$ cat src/rtl/i2cs_pkg.sv
package i2cs_pkg;
  typedef enum logic [2:0] {
    ST_IDLE,
    ST_RX,
    ST_RX_ACK,
    ST_TX,
    ST_TX_ACK
  } bus_st_e;

  typedef enum logic [1:0] {
    BK_ADDR,
    BK_PTR,
    BK_DATA
  } byte_kind_e;

  localparam logic [7:0] RA_X    = 8'h00;
  localparam logic [7:0] RA_Y    = 8'h01;
  localparam logic [7:0] RA_STAT = 8'h02;
  localparam logic [7:0] RA_CFG  = 8'h04;
endpackage

$ cat src/rtl/i2cs_line_edges.sv
module i2cs_line_edges (
  input  logic clk,
  input  logic rst_n,
  input  logic scl_i,
  input  logic sda_i,
  output logic scl_rise,
  output logic scl_fall,
  output logic start_c,
  output logic stop_c
);
  logic scl_q, sda_q;

  always_ff @(posedge clk or negedge rst_n) begin
    if (!rst_n) begin
      scl_q <= 1'b1;
      sda_q <= 1'b1;
    end else begin
      scl_q <= scl_i;
      sda_q <= sda_i;
    end
  end

  assign scl_rise = scl_i & ~scl_q;
  assign scl_fall = ~scl_i & scl_q;
  assign start_c  = scl_i & scl_q & sda_q & ~sda_i;
  assign stop_c   = scl_i & scl_q & ~sda_q & sda_i;
endmodule

$ cat src/rtl/i2cs_proto.sv
module i2cs_proto
  import i2cs_pkg::*;
#(
  parameter int              DW       = 8,
  parameter logic [DW-2:0]   SLV_ADDR = 7'h2A
) (
  input  logic          clk,
  input  logic          rst_n,
  input  logic          scl_rise,
  input  logic          scl_fall,
  input  logic          start_c,
  input  logic          stop_c,
  input  logic          sda_i,
  input  logic [DW-1:0] rd_data,
  output logic          sda_oe,
  output logic [DW-1:0] reg_ptr,
  output logic          wr_stb,
  output logic [DW-1:0] wr_data,
  output logic          rd_stb
);
  localparam int            CW       = $clog2(DW + 1);
  localparam logic [CW-1:0] CNT_FULL = CW'(DW);
  localparam logic [CW-1:0] CNT_LAST = CW'(DW - 1);

  bus_st_e    st_q, st_d;
  byte_kind_e kind_q, kind_d;
  logic [CW-1:0] cnt_q, cnt_d;
  logic [DW-1:0] sh_q, sh_d, ptr_q, ptr_d;
  logic rw_q, rw_d, mack_q, mack_d, oe_q, oe_d, load_c;

  // next-state process
  always_comb begin
    st_d = st_q; kind_d = kind_q; cnt_d = cnt_q; sh_d = sh_q;
    ptr_d = ptr_q; rw_d = rw_q; mack_d = mack_q; oe_d = oe_q;
    wr_stb = 1'b0; rd_stb = 1'b0; load_c = 1'b0;
    if (stop_c) begin
      st_d = ST_IDLE; oe_d = 1'b0;
    end else if (start_c) begin
      st_d = ST_RX; kind_d = BK_ADDR; cnt_d = '0; oe_d = 1'b0;
    end else begin
      case (st_q)
        ST_RX: begin
          if (scl_rise) begin
            sh_d  = {sh_q[DW-2:0], sda_i};
            cnt_d = cnt_q + CW'(1);
          end else if (scl_fall && cnt_q == CNT_FULL) begin
            cnt_d = '0;
            st_d  = ST_RX_ACK;
            oe_d  = 1'b1;
            case (kind_q)
              BK_ADDR: begin
                if (sh_q[DW-1:1] == SLV_ADDR) rw_d = sh_q[0];
                else begin st_d = ST_IDLE; oe_d = 1'b0; end
              end
              BK_PTR:  ptr_d = sh_q;
              default: begin wr_stb = 1'b1; ptr_d = ptr_q + DW'(1); end
            endcase
          end
        end
        ST_RX_ACK: begin
          if (scl_fall) begin
            oe_d = 1'b0;
            if (kind_q == BK_ADDR && rw_q) load_c = 1'b1;
            else begin
              st_d   = ST_RX;
              kind_d = (kind_q == BK_ADDR) ? BK_PTR : BK_DATA;
            end
          end
        end
        ST_TX: begin
          if (scl_fall) begin
            if (cnt_q == CNT_LAST) begin
              oe_d = 1'b0; st_d = ST_TX_ACK;
            end else begin
              sh_d  = {sh_q[DW-2:0], 1'b0};
              oe_d  = ~sh_q[DW-2];
              cnt_d = cnt_q + CW'(1);
            end
          end
        end
        ST_TX_ACK: begin
          if (scl_rise) mack_d = ~sda_i;
          else if (scl_fall) begin
            if (mack_q) load_c = 1'b1;
            else st_d = ST_IDLE;
          end
        end
        default: ;
      endcase
      if (load_c) begin
        rd_stb = 1'b1;
        sh_d   = rd_data;
        oe_d   = ~rd_data[DW-1];
        ptr_d  = ptr_q + DW'(1);
        cnt_d  = '0;
        st_d   = ST_TX;
      end
    end
  end

  // register process
  always_ff @(posedge clk or negedge rst_n) begin
    if (!rst_n) begin
      st_q <= ST_IDLE; kind_q <= BK_ADDR; cnt_q <= '0; sh_q <= '0;
      ptr_q <= '0; rw_q <= 1'b0; mack_q <= 1'b0; oe_q <= 1'b0;
    end else begin
      st_q <= st_d; kind_q <= kind_d; cnt_q <= cnt_d; sh_q <= sh_d;
      ptr_q <= ptr_d; rw_q <= rw_d; mack_q <= mack_d; oe_q <= oe_d;
    end
  end

  assign sda_oe  = oe_q;
  assign reg_ptr = ptr_q;
  assign wr_data = sh_q;

  p_stop_release_r2: assert property (@(posedge clk) disable iff (!rst_n)
    stop_c |=> (st_q == ST_IDLE && !oe_q));
  p_tx_cnt_range_r4: assert property (@(posedge clk) disable iff (!rst_n)
    (st_q == ST_TX) |-> (cnt_q < CNT_FULL));
  p_nack_release_r5: assert property (@(posedge clk) disable iff (!rst_n)
    (st_q == ST_TX_ACK && scl_fall && !mack_q && !start_c && !stop_c)
      |=> (st_q == ST_IDLE && !oe_q));
  p_strobe_excl_r3: assert property (@(posedge clk) disable iff (!rst_n)
    $onehot0({wr_stb, rd_stb}));
  p_idle_quiet_r1: assert property (@(posedge clk) disable iff (!rst_n)
    (st_q == ST_IDLE && !start_c) |=> !oe_q);
endmodule

$ cat src/rtl/i2cs_regfile.sv
module i2cs_regfile
  import i2cs_pkg::*;
#(
  parameter int DW = 8
) (
  input  logic          clk,
  input  logic          rst_n,
  input  logic [DW-1:0] addr,
  input  logic          wr_stb,
  input  logic [DW-1:0] wr_data,
  input  logic          rd_stb,
  input  logic [DW-1:0] x_in,
  input  logic [DW-1:0] y_in,
  input  logic [1:0]    st_sh,
  input  logic          st_tilt,
  input  logic [1:0]    st_ori,
  input  logic [1:0]    st_or,
  input  logic          evt_orient,
  input  logic          evt_shake,
  output logic [DW-1:0] rd_data,
  output logic [DW-1:0] cfg_q,
  output logic          int_o
);
  logic [DW-1:0] cfg_d;
  logic int_q, int_d, set_c, clr_c;

  assign set_c = evt_orient | evt_shake;
  assign clr_c = rd_stb && (addr == RA_STAT);

  always_comb begin
    cfg_d = cfg_q;
    if (wr_stb && addr == RA_CFG) cfg_d = wr_data;
    int_d = set_c | (int_q & ~clr_c);
  end

  always_comb begin
    case (addr)
      RA_X:    rd_data = x_in;
      RA_Y:    rd_data = y_in;
      RA_STAT: rd_data = DW'({int_q, st_sh, st_tilt, st_ori, st_or});
      default: rd_data = '0;
    endcase
  end

  always_ff @(posedge clk or negedge rst_n) begin
    if (!rst_n) begin
      cfg_q <= '0;
      int_q <= 1'b0;
    end else begin
      cfg_q <= cfg_d;
      int_q <= int_d;
    end
  end

  assign int_o = int_q;

  p_int_hold_r9: assert property (@(posedge clk) disable iff (!rst_n)
    (int_q && !clr_c) |=> int_q);
  p_int_set_r9: assert property (@(posedge clk) disable iff (!rst_n)
    set_c |=> int_q);
  p_int_clear_r10: assert property (@(posedge clk) disable iff (!rst_n)
    (clr_c && !set_c) |=> !int_q);
  p_ro_write_r7: assert property (@(posedge clk) disable iff (!rst_n)
    (wr_stb && addr < RA_CFG) |=> $stable(cfg_q));
endmodule

$ cat src/rtl/i2cs_sensor_if.sv
module i2cs_sensor_if
  import i2cs_pkg::*;
#(
  parameter int            DW       = 8,
  parameter logic [DW-2:0] SLV_ADDR = 7'h2A
) (
  input  logic          clk,
  input  logic          rst_n,
  input  logic          scl_i,
  input  logic          sda_i,
  output logic          sda_oe,
  input  logic [DW-1:0] x_in,
  input  logic [DW-1:0] y_in,
  input  logic [1:0]    st_sh,
  input  logic          st_tilt,
  input  logic [1:0]    st_ori,
  input  logic [1:0]    st_or,
  input  logic          evt_orient,
  input  logic          evt_shake,
  input  logic          smp_in,
  output logic          smp_out,
  output logic          int_o,
  output logic          cfg_pd,
  output logic [1:0]    cfg_shth,
  output logic [1:0]    cfg_shc,
  output logic [1:0]    cfg_orc,
  output logic          cfg_shm
);
  logic [1:0] rs_q;
  logic rst_int_n;
  logic scl_rise, scl_fall, start_c, stop_c, wr_stb, rd_stb;
  logic [DW-1:0] reg_ptr, wr_data, rd_data, cfg_q;

  // reset asserts at once, releases on the clock
  always_ff @(posedge clk or negedge rst_n) begin
    if (!rst_n) rs_q <= 2'b00;
    else        rs_q <= {rs_q[0], 1'b1};
  end
  assign rst_int_n = rs_q[1];

  i2cs_line_edges u_edges (
    .clk(clk), .rst_n(rst_int_n), .scl_i(scl_i), .sda_i(sda_i),
    .scl_rise(scl_rise), .scl_fall(scl_fall), .start_c(start_c), .stop_c(stop_c)
  );

  i2cs_proto #(.DW(DW), .SLV_ADDR(SLV_ADDR)) u_proto (
    .clk(clk), .rst_n(rst_int_n), .scl_rise(scl_rise), .scl_fall(scl_fall),
    .start_c(start_c), .stop_c(stop_c), .sda_i(sda_i), .rd_data(rd_data),
    .sda_oe(sda_oe), .reg_ptr(reg_ptr), .wr_stb(wr_stb), .wr_data(wr_data),
    .rd_stb(rd_stb)
  );

  i2cs_regfile #(.DW(DW)) u_regs (
    .clk(clk), .rst_n(rst_int_n), .addr(reg_ptr), .wr_stb(wr_stb),
    .wr_data(wr_data), .rd_stb(rd_stb), .x_in(x_in), .y_in(y_in),
    .st_sh(st_sh), .st_tilt(st_tilt), .st_ori(st_ori), .st_or(st_or),
    .evt_orient(evt_orient), .evt_shake(evt_shake), .rd_data(rd_data),
    .cfg_q(cfg_q), .int_o(int_o)
  );

  assign cfg_pd   = cfg_q[7];
  assign cfg_shth = cfg_q[6:5];
  assign cfg_shc  = cfg_q[4:3];
  assign cfg_orc  = cfg_q[2:1];
  assign cfg_shm  = cfg_q[0];
  assign smp_out  = smp_in & ~cfg_q[7];

  p_pd_gate_r11: assert property (@(posedge clk) disable iff (!rst_int_n)
    cfg_pd |-> !smp_out);
endmodule

$ cat config.mk
export PLATFORM = sky130hd
export DESIGN_NAME = i2cs_sensor_if
export DESIGN_NICKNAME = d
export VERILOG_FILES = /design/src/rtl/i2cs_pkg.sv /design/src/rtl/i2cs_line_edges.sv /design/src/rtl/i2cs_proto.sv /design/src/rtl/i2cs_regfile.sv /design/src/rtl/i2cs_sensor_if.sv
export SDC_FILE = /design/constraint.sdc
export NUM_CORES = 1
export LEC_CHECK = 0
export ABC_AREA = 1
export BUFFER_PORTS_ARGS = -buffer_cell sky130_fd_sc_hd__buf_2
export CAP_MARGIN = 30
export CELL_PAD_IN_SITES_DETAIL_PLACEMENT = 1
export CELL_PAD_IN_SITES_GLOBAL_PLACEMENT = 1
export CORE_ASPECT_RATIO = 0.7
export CORE_UTILIZATION = 44
export CTS_CLUSTER_SIZE = 12
export DETAILED_ROUTE_END_ITERATION = 6
export HOLD_SLACK_MARGIN = 0.08
export PLACE_DENSITY = 0.94
export SKIP_CTS_REPAIR_TIMING = 1
export SLEW_MARGIN = 20
export SYNTH_ARGS = -nofsm -noshare
export SYNTH_HDL_FRONTEND = slang
export SYNTH_SLANG_ARGS = --single-unit
$ cat constraint.sdc
create_clock -name clk -period 2.2 [get_ports clk]
set_input_delay 0.11 -clock clk [delete_from_list [all_inputs] [get_ports clk]]
set_output_delay 0.11 -clock clk [all_outputs]
set_load 0.005 [all_outputs]
# Yosys cells after proc, flatten, opt, wreduce, memory -nomap -nowiden
# Index checks and enable logic that the tools add are counted.
[totals]
reg_bits = 41
input_bits = 30
out_inout_bits = 11
wordCells = 155
[classes]
add_sub_neg = 2
n_eq_ne = 29
n_mux = 66
n_bitwise = 22
reduce_logical = 23
[op_table]
columns = ["operator", "n"]
rows = [
  ["2-to-1 mux 8 bit", 8],
  ["2-to-1 mux 3 bit", 13],
  ["case mux 8 bit (2 select lines)", 2],
  ["!= test 5 x 3 -> 1 bit (second input constant)", 6],
  ["2-to-1 mux 1 bit", 26],
  ["2-to-1 mux 4 bit", 6],
  ["case mux 8 bit (3 select lines)", 1],
  ["2-to-1 mux 2 bit", 6],
  ["case mux 3 bit (4 select lines)", 1],
  ["AND reduction 6 bit", 2],
  ["NOT 1 bit", 11],
  ["!= test 5 x 4 -> 1 bit (second input constant)", 2],
  ["!= test 5 bit (second input constant)", 2],
  ["AND reduction 10 bit", 1],
  ["AND reduction 5 bit", 2],
  ["bitwise AND 1 bit", 9],
  ["adder 8 x 1 -> 8 bit (second input constant)", 1],
  ["== test 8 x 1 -> 1 bit (second input constant)", 1],
  ["== test 8 x 2 -> 1 bit (second input constant)", 1],
  ["== test 8 x 3 -> 1 bit (second input constant)", 1],
  ["logical NOT 8 bit", 1],
  ["case mux 4 bit (2 select lines)", 1],
  ["AND reduction 4 bit", 2],
  ["nonzero test 2 bit", 4],
  ["26 further kinds", 32],
]

# Longest topological paths before layout
[depth]
ltp_word = 14
depth_mapped = 13
depth_no_buf = 13

# Cells and area by module
# Synthesis repeated with hierarchy kept, for this count alone.
[hier_totals]
cells_unflattened = 390
area_unflattened_um2 = 2826.5
[by_module_without_submodules]
columns = ["mod", "instances", "cells_each", "area_per_inst_um2", "seq_area_each_um2"]
rows = [
  ["i2cs_proto", 1, 280, 2023.2, 700.7],
  ["i2cs_regfile", 1, 92, 645.6, 225.2],
  ["i2cs_line_edges", 1, 13, 93.8, 52.6],
  ["i2cs_sensor_if", 1, 5, 63.8, 50.0],
]

# Least setup slack after synthesis
# No wires, ideal clock.
[synth_timing]
path_type = "reg2reg"
start = "register u_edges.scl_q"
end = "register u_regs.cfg_q[7]"
setup_time_ns = 0.119
arrival_time_ns = 1.426
t_required_ns = 2.081
path_slack_ns = 0.655
path_stages_with_launch = 9
n_path_buf = 1
period_less_slack_ns = 1.545
cell_sequence = "dfstp_2 > inv_2 > nor2_8 > nand3_1 > nor2_1 > nand4_2 > buf_6 > nand2_1 > o21ai_2"
[synth_between]
elab_chain_cells = 8
word_cells_on_any_way = 15
cone_classes = "mux (5); bitwise (8); reduce/logical (2)"
[synth_rtl]
columns = ["item", "line_no", "text"]
rows = [
  ["start, declared", "i2cs_line_edges.sv:11", "logic scl_q, sda_q;"],
  ["start signal, assigned", "i2cs_line_edges.sv:18", "scl_q <= scl_i;"],
  ["bitwise AND 1 bit", "i2cs_line_edges.sv:24", "assign scl_fall = ~scl_i & scl_q;"],
  ["logical AND 1 bit", "i2cs_proto.sv:46", "end else if (scl_fall && cnt_q == CNT_FULL) begin"],
  ["2-to-1 mux 1 bit", "i2cs_proto.sv:46", ""],
  ["2-to-1 mux 1 bit", "i2cs_proto.sv:43", "if (scl_rise) begin"],
  ["2-to-1 mux 1 bit", "i2cs_proto.sv:41", "case (st_q)"],
  ["2-to-1 mux 1 bit", "i2cs_proto.sv:38", "end else if (start_c) begin"],
  ["2-to-1 mux 1 bit (*)", "i2cs_proto.sv:36", "if (stop_c) begin"],
  ["logical AND 1 bit (*)", "i2cs_regfile.sv:32", "if (wr_stb && addr == RA_CFG) cfg_d = wr_data;"],
  ["end signal, assigned", "i2cs_regfile.sv:50", "cfg_q <= cfg_d;"],
  ["end, declared", "i2cs_regfile.sv:21", "output logic [DW-1:0] cfg_q,"],
]
# Mark *: on every way between the ends. The rest lies on a longest branch, timed or not.
# A chain may end at the register's enable or synchronous reset.

# Final worst setup path
[layout_timing]
start = "register u_proto.st_q[1]"
end = "register u_proto.sh_q[7] (netlist: u_proto.wr_data[7])"
[layout_between]
elab_chain_cells = 6
word_cells_on_any_way = 14
cone_classes = "eq/ne (7); mux (5); reduce/logical (2)"
[layout_rtl]
columns = ["item", "line_no", "text"]
rows = [
  ["start, declared", "i2cs_proto.sv:25", "bus_st_e st_q, st_d;"],
  ["start signal, assigned", "i2cs_proto.sv:104", "st_q <= ST_IDLE; kind_q <= BK_ADDR; cnt_q <= '0; sh_q <= '0;"],
  ["start signal, assigned", "i2cs_proto.sv:107", "st_q <= st_d; kind_q <= kind_d; cnt_q <= cnt_d; sh_q <= sh_d;"],
  ["== test 3 bit or == test 3 x 2 -> 1 bit (tied branches)", "i2cs_proto.sv:41", ""],
  ["case mux 1 bit (2 select lines)", "i2cs_proto.sv:41", ""],
  ["2-to-1 mux 1 bit", "i2cs_proto.sv:38", ""],
  ["2-to-1 mux 1 bit", "i2cs_proto.sv:36", ""],
  ["!= test 3 x 1 -> 1 bit (no source line) (tied with other cells)", "-", ""],
  ["AND reduction 6 bit (no source line)", "-", ""],
  ["end signal, assigned", "i2cs_proto.sv:104", ""],
  ["end signal, assigned", "i2cs_proto.sv:107", ""],
  ["end, declared", "i2cs_proto.sv:28", "logic [DW-1:0] sh_q, sh_d, ptr_q, ptr_d;"],
]
# Parallel ways exist; a longest one is shown, timed or not. The select of a mux whose other input is x is not followed.

==> impl_metrics.tcl <==
set metrics [dict create \
    p_leak_nw 1.73 \
    max_freq_mhz 507 \
    ant_nets 0 \
    die_w_um 97.2 \
    first_iter_violations 191 \
    skew_ns 0.0118 \
    die-area_um2 6670 \
    cts_buffer_depth 2 \
    syn_to_final_growth_pct 15.1 \
    setup_ws_ns 0.229 \
    gp_congestion 0.935 \
    setup.worst_path.start_class "flop" \
    grt_antenna_before_repair 0 \
    n_fill_cell 782 \
    powerDensity_nw_per_um2 1150 \
    hold_viol 0 \
    dr.pass1.iters 5 \
    slew_viol_final 0 \
    outcome "finished clean" \
    synth_commonest_cells "nand2_1 (128), nand3_1 (61), inv_1 (47), dfrtp_1 (39), nor2_1 (28)" \
    pin_count 41 \
    synth_top_flop_cell "dfrtp_1" \
    detail_route.wl_per_cell_um 16.5 \
    routed_wl_mm 8.55 \
    synth_area_leader_cell "dfrtp_1" \
    ir_worst_vdd_mv 0.426 \
    grt_max_degree 40 \
    synth_top_cell_area_share_pct 35.0 \
    slew_headroom_pct 62.4 \
    clk_pin_slew_worst_paths_ns 0.09 \
    tns_ns 0 \
    period_needed_ns 1.97 \
    worst_ep_arrival_time_ns 2.22 \
    cts-root-buf "clkbuf_8" \
    start_util_pct 47.1 \
    tightest_slew_ns 0.558 \
    drv_cap 0 \
    cp_max_fo 12 \
    regArea_um2 1030 \
    setup_viol 0 \
    hp-class "input port to asynchronous set/reset pin" \
    synth-seq-cells 41 \
    synth-edff-count 0 \
    die_h_um 68.6 \
    yosysUniqueCellTypes 35 \
    pre_cts_ws_ns 0.306 \
    core_area_um2 5930 \
    finalNonFillerCells 519 \
    syn_area_per_cell_um2 7.07 \
    dp_hpwl_mm 6.06 \
    critPathKind "flop to flop" \
    grt_remaining_overflow 0 \
    synth_area_leaders "dfrtp_1 (35%), nand2_1 (17%), nand3_1 (11%)" \
    vias 2828 \
    multi_input_area_um2 1500 \
    drive_gt1_share_pct 20.3 \
    cp.required_ns 2.45 \
    h-tree-depth 2 \
    cp-end-kind "flop" \
    via_per_inst 5.45 \
    grt_pass1_wl_mm 13.5 \
    period_share_pct 89.6 \
    rows 23 \
    diodes 0 \
    placedCellCount 506 \
    grt_usage_pct 26.0 \
    async_flop_share_pct 100 \
    synth_cells 395 \
    numCtsBuffers 5 \
    cts.sinks 41 \
    drc 0 \
    synth_area_um2 2790 \
    synth_most_common_cell "nand2_1" \
    cts_tree "done" \
    fin_nets 479 \
    grt_pass1_vias 2774 \
    syn_nets 431 \
    rsz0062_at_grt "false" \
    seq_area_frac_synth_pct 36.8 \
    clk_latency_ns 0.32 \
    portBuffers 40 \
    yosysWarningCount 0 \
]
## final timing paths
| path | from | depth (start not counted) | end | slack (ns) |
|---|---|---|---|---|
| max | u_proto.st_q[1]$_DFFE_PN0P_ | 9 | u_proto.wr_data[7]$_DFFE_PN0P_ | 0.23 |
| min | rst_n | 2 | rs_q[1]$_DFF_PN0_ | 0.13 |
| max reg2reg | u_proto.st_q[1]$_DFFE_PN0P_ | 9 | u_proto.wr_data[7]$_DFFE_PN0P_ | 0.23 |
| min reg2reg | rs_q[1]$_DFF_PN0_ | 1 | u_proto.wr_data[2]$_DFFE_PN0P_ | 0.30 |
| max in group asynchronous | rs_q[1]$_DFF_PN0_ | 1 | u_edges.scl_q$_DFF_PN1_ | 1.53 |
| min in group clk | x_in[1] | 7 | u_proto.wr_data[1]$_DFFE_PN0P_ | 0.21 |
## metrics by stage
step | cell area (µm²) | utilization (%) | total power [W] | hold WS (ns)
after global routing | 3210 | 54.2 | 0.00398 | 0.144
final | 3210 | 54.2 | 0.00371 | 0.128
after CTS | 3160 | 53.3 | 0.00366 | -0.421
after floorplan | 2790 | - | 0.00250 | -0.186
after global placement | 3050 | 51.4 | 0.00286 | -0.105
after detailed placement | 3050 | 51.4 | 0.00297 | -0.103
## power by group
group | switching [W] | internal (W)
Combinational | 0.00125 | 0.000580
Sequential | 0.000248 | 0.000955
Clock | 0.000303 | 0.000371
## sequential cells by signal, indices dropped and copies added, names as in the netlist
signal	cells
u_proto.wr_data	8
u_regs.int_o	1
u_proto.rw_q	1
u_proto.kind_q	2
u_edges.scl_q	1
u_proto.mack_q	1
u_proto.sda_oe	1
u_proto.st_q	3
u_proto.cnt_q	4
u_regs.cfg_q	8
u_proto.reg_ptr	8
rs_q	2
u_edges.sda_q	1
## metal layers
| metal | wire length (µm) | part of all wire, % | GRT usage (%) | vias up |
|---|---|---|---|---|
| li1 | - | - | - | 1351 |
| met1 | 4020 | 47 | 33.8 | 1368 |
| met2 | 3990 | 47 | 45.6 | 96 |
| met3 | 441 | 5.2 | 5.44 | 13 |
| met4 | 106 | 1.2 | 5.60 | 0 |
| met5 | 0 | 0 | 0 | - |
## logic make-up after synthesis
family	after synthesis	synth area share [%]
AO/OA/AOI/OAI	36	8.20
XOR/XNOR	5	1.57
flip-flops	41	36.8
AND/OR/NAND/NOR	245	41.0
adder cells (fa/ha/maj)	6	2.69
other	1	0.134
buffers and inverters	61	9.59
## critical path, stage by stage (launching register included)
cell,delay (ns)
dfrtp_1,0.47
nor2_1,0.27
nand2_1,0.13
inv_1,0.12
nand3_1,0.11
nand2_1,0.37
nand2_1,0.15
o21ai_0,0.13
nand2_1,0.10
nand2_1,0.06
## final cells by class
type | count | area share (%)
Clock buffer | 7 | 2.69
Clock inverter | 1 | 0.935
Inverter | 54 | 6.39
Multi-Input combinational cell | 293 | 46.6
Sequential cell | 41 | 32.0
Tap cell | 75 | 2.92
Timing Repair Buffer | 48 | 8.49
## placed cells by master (no fill, tap or decap), drive strengths merged
cell type    instances
nand2              136
ha                   6
dfstp                2
nor2                37
conb                 1
nand3               65
bufinv               1
a31oi                2
o22ai                3
o31ai                1
clkbuf               7
dlygate4sd3          5
nor3                 3
inv                 54
o21ai               24
xnor2                2
buf                 43
xor2                 3
nand3b               1
o211ai               1
nand4                3
dfrtp               39
o21a                 1
a21oi                4
Note: power is estimated with default switching activity, not from simulation.
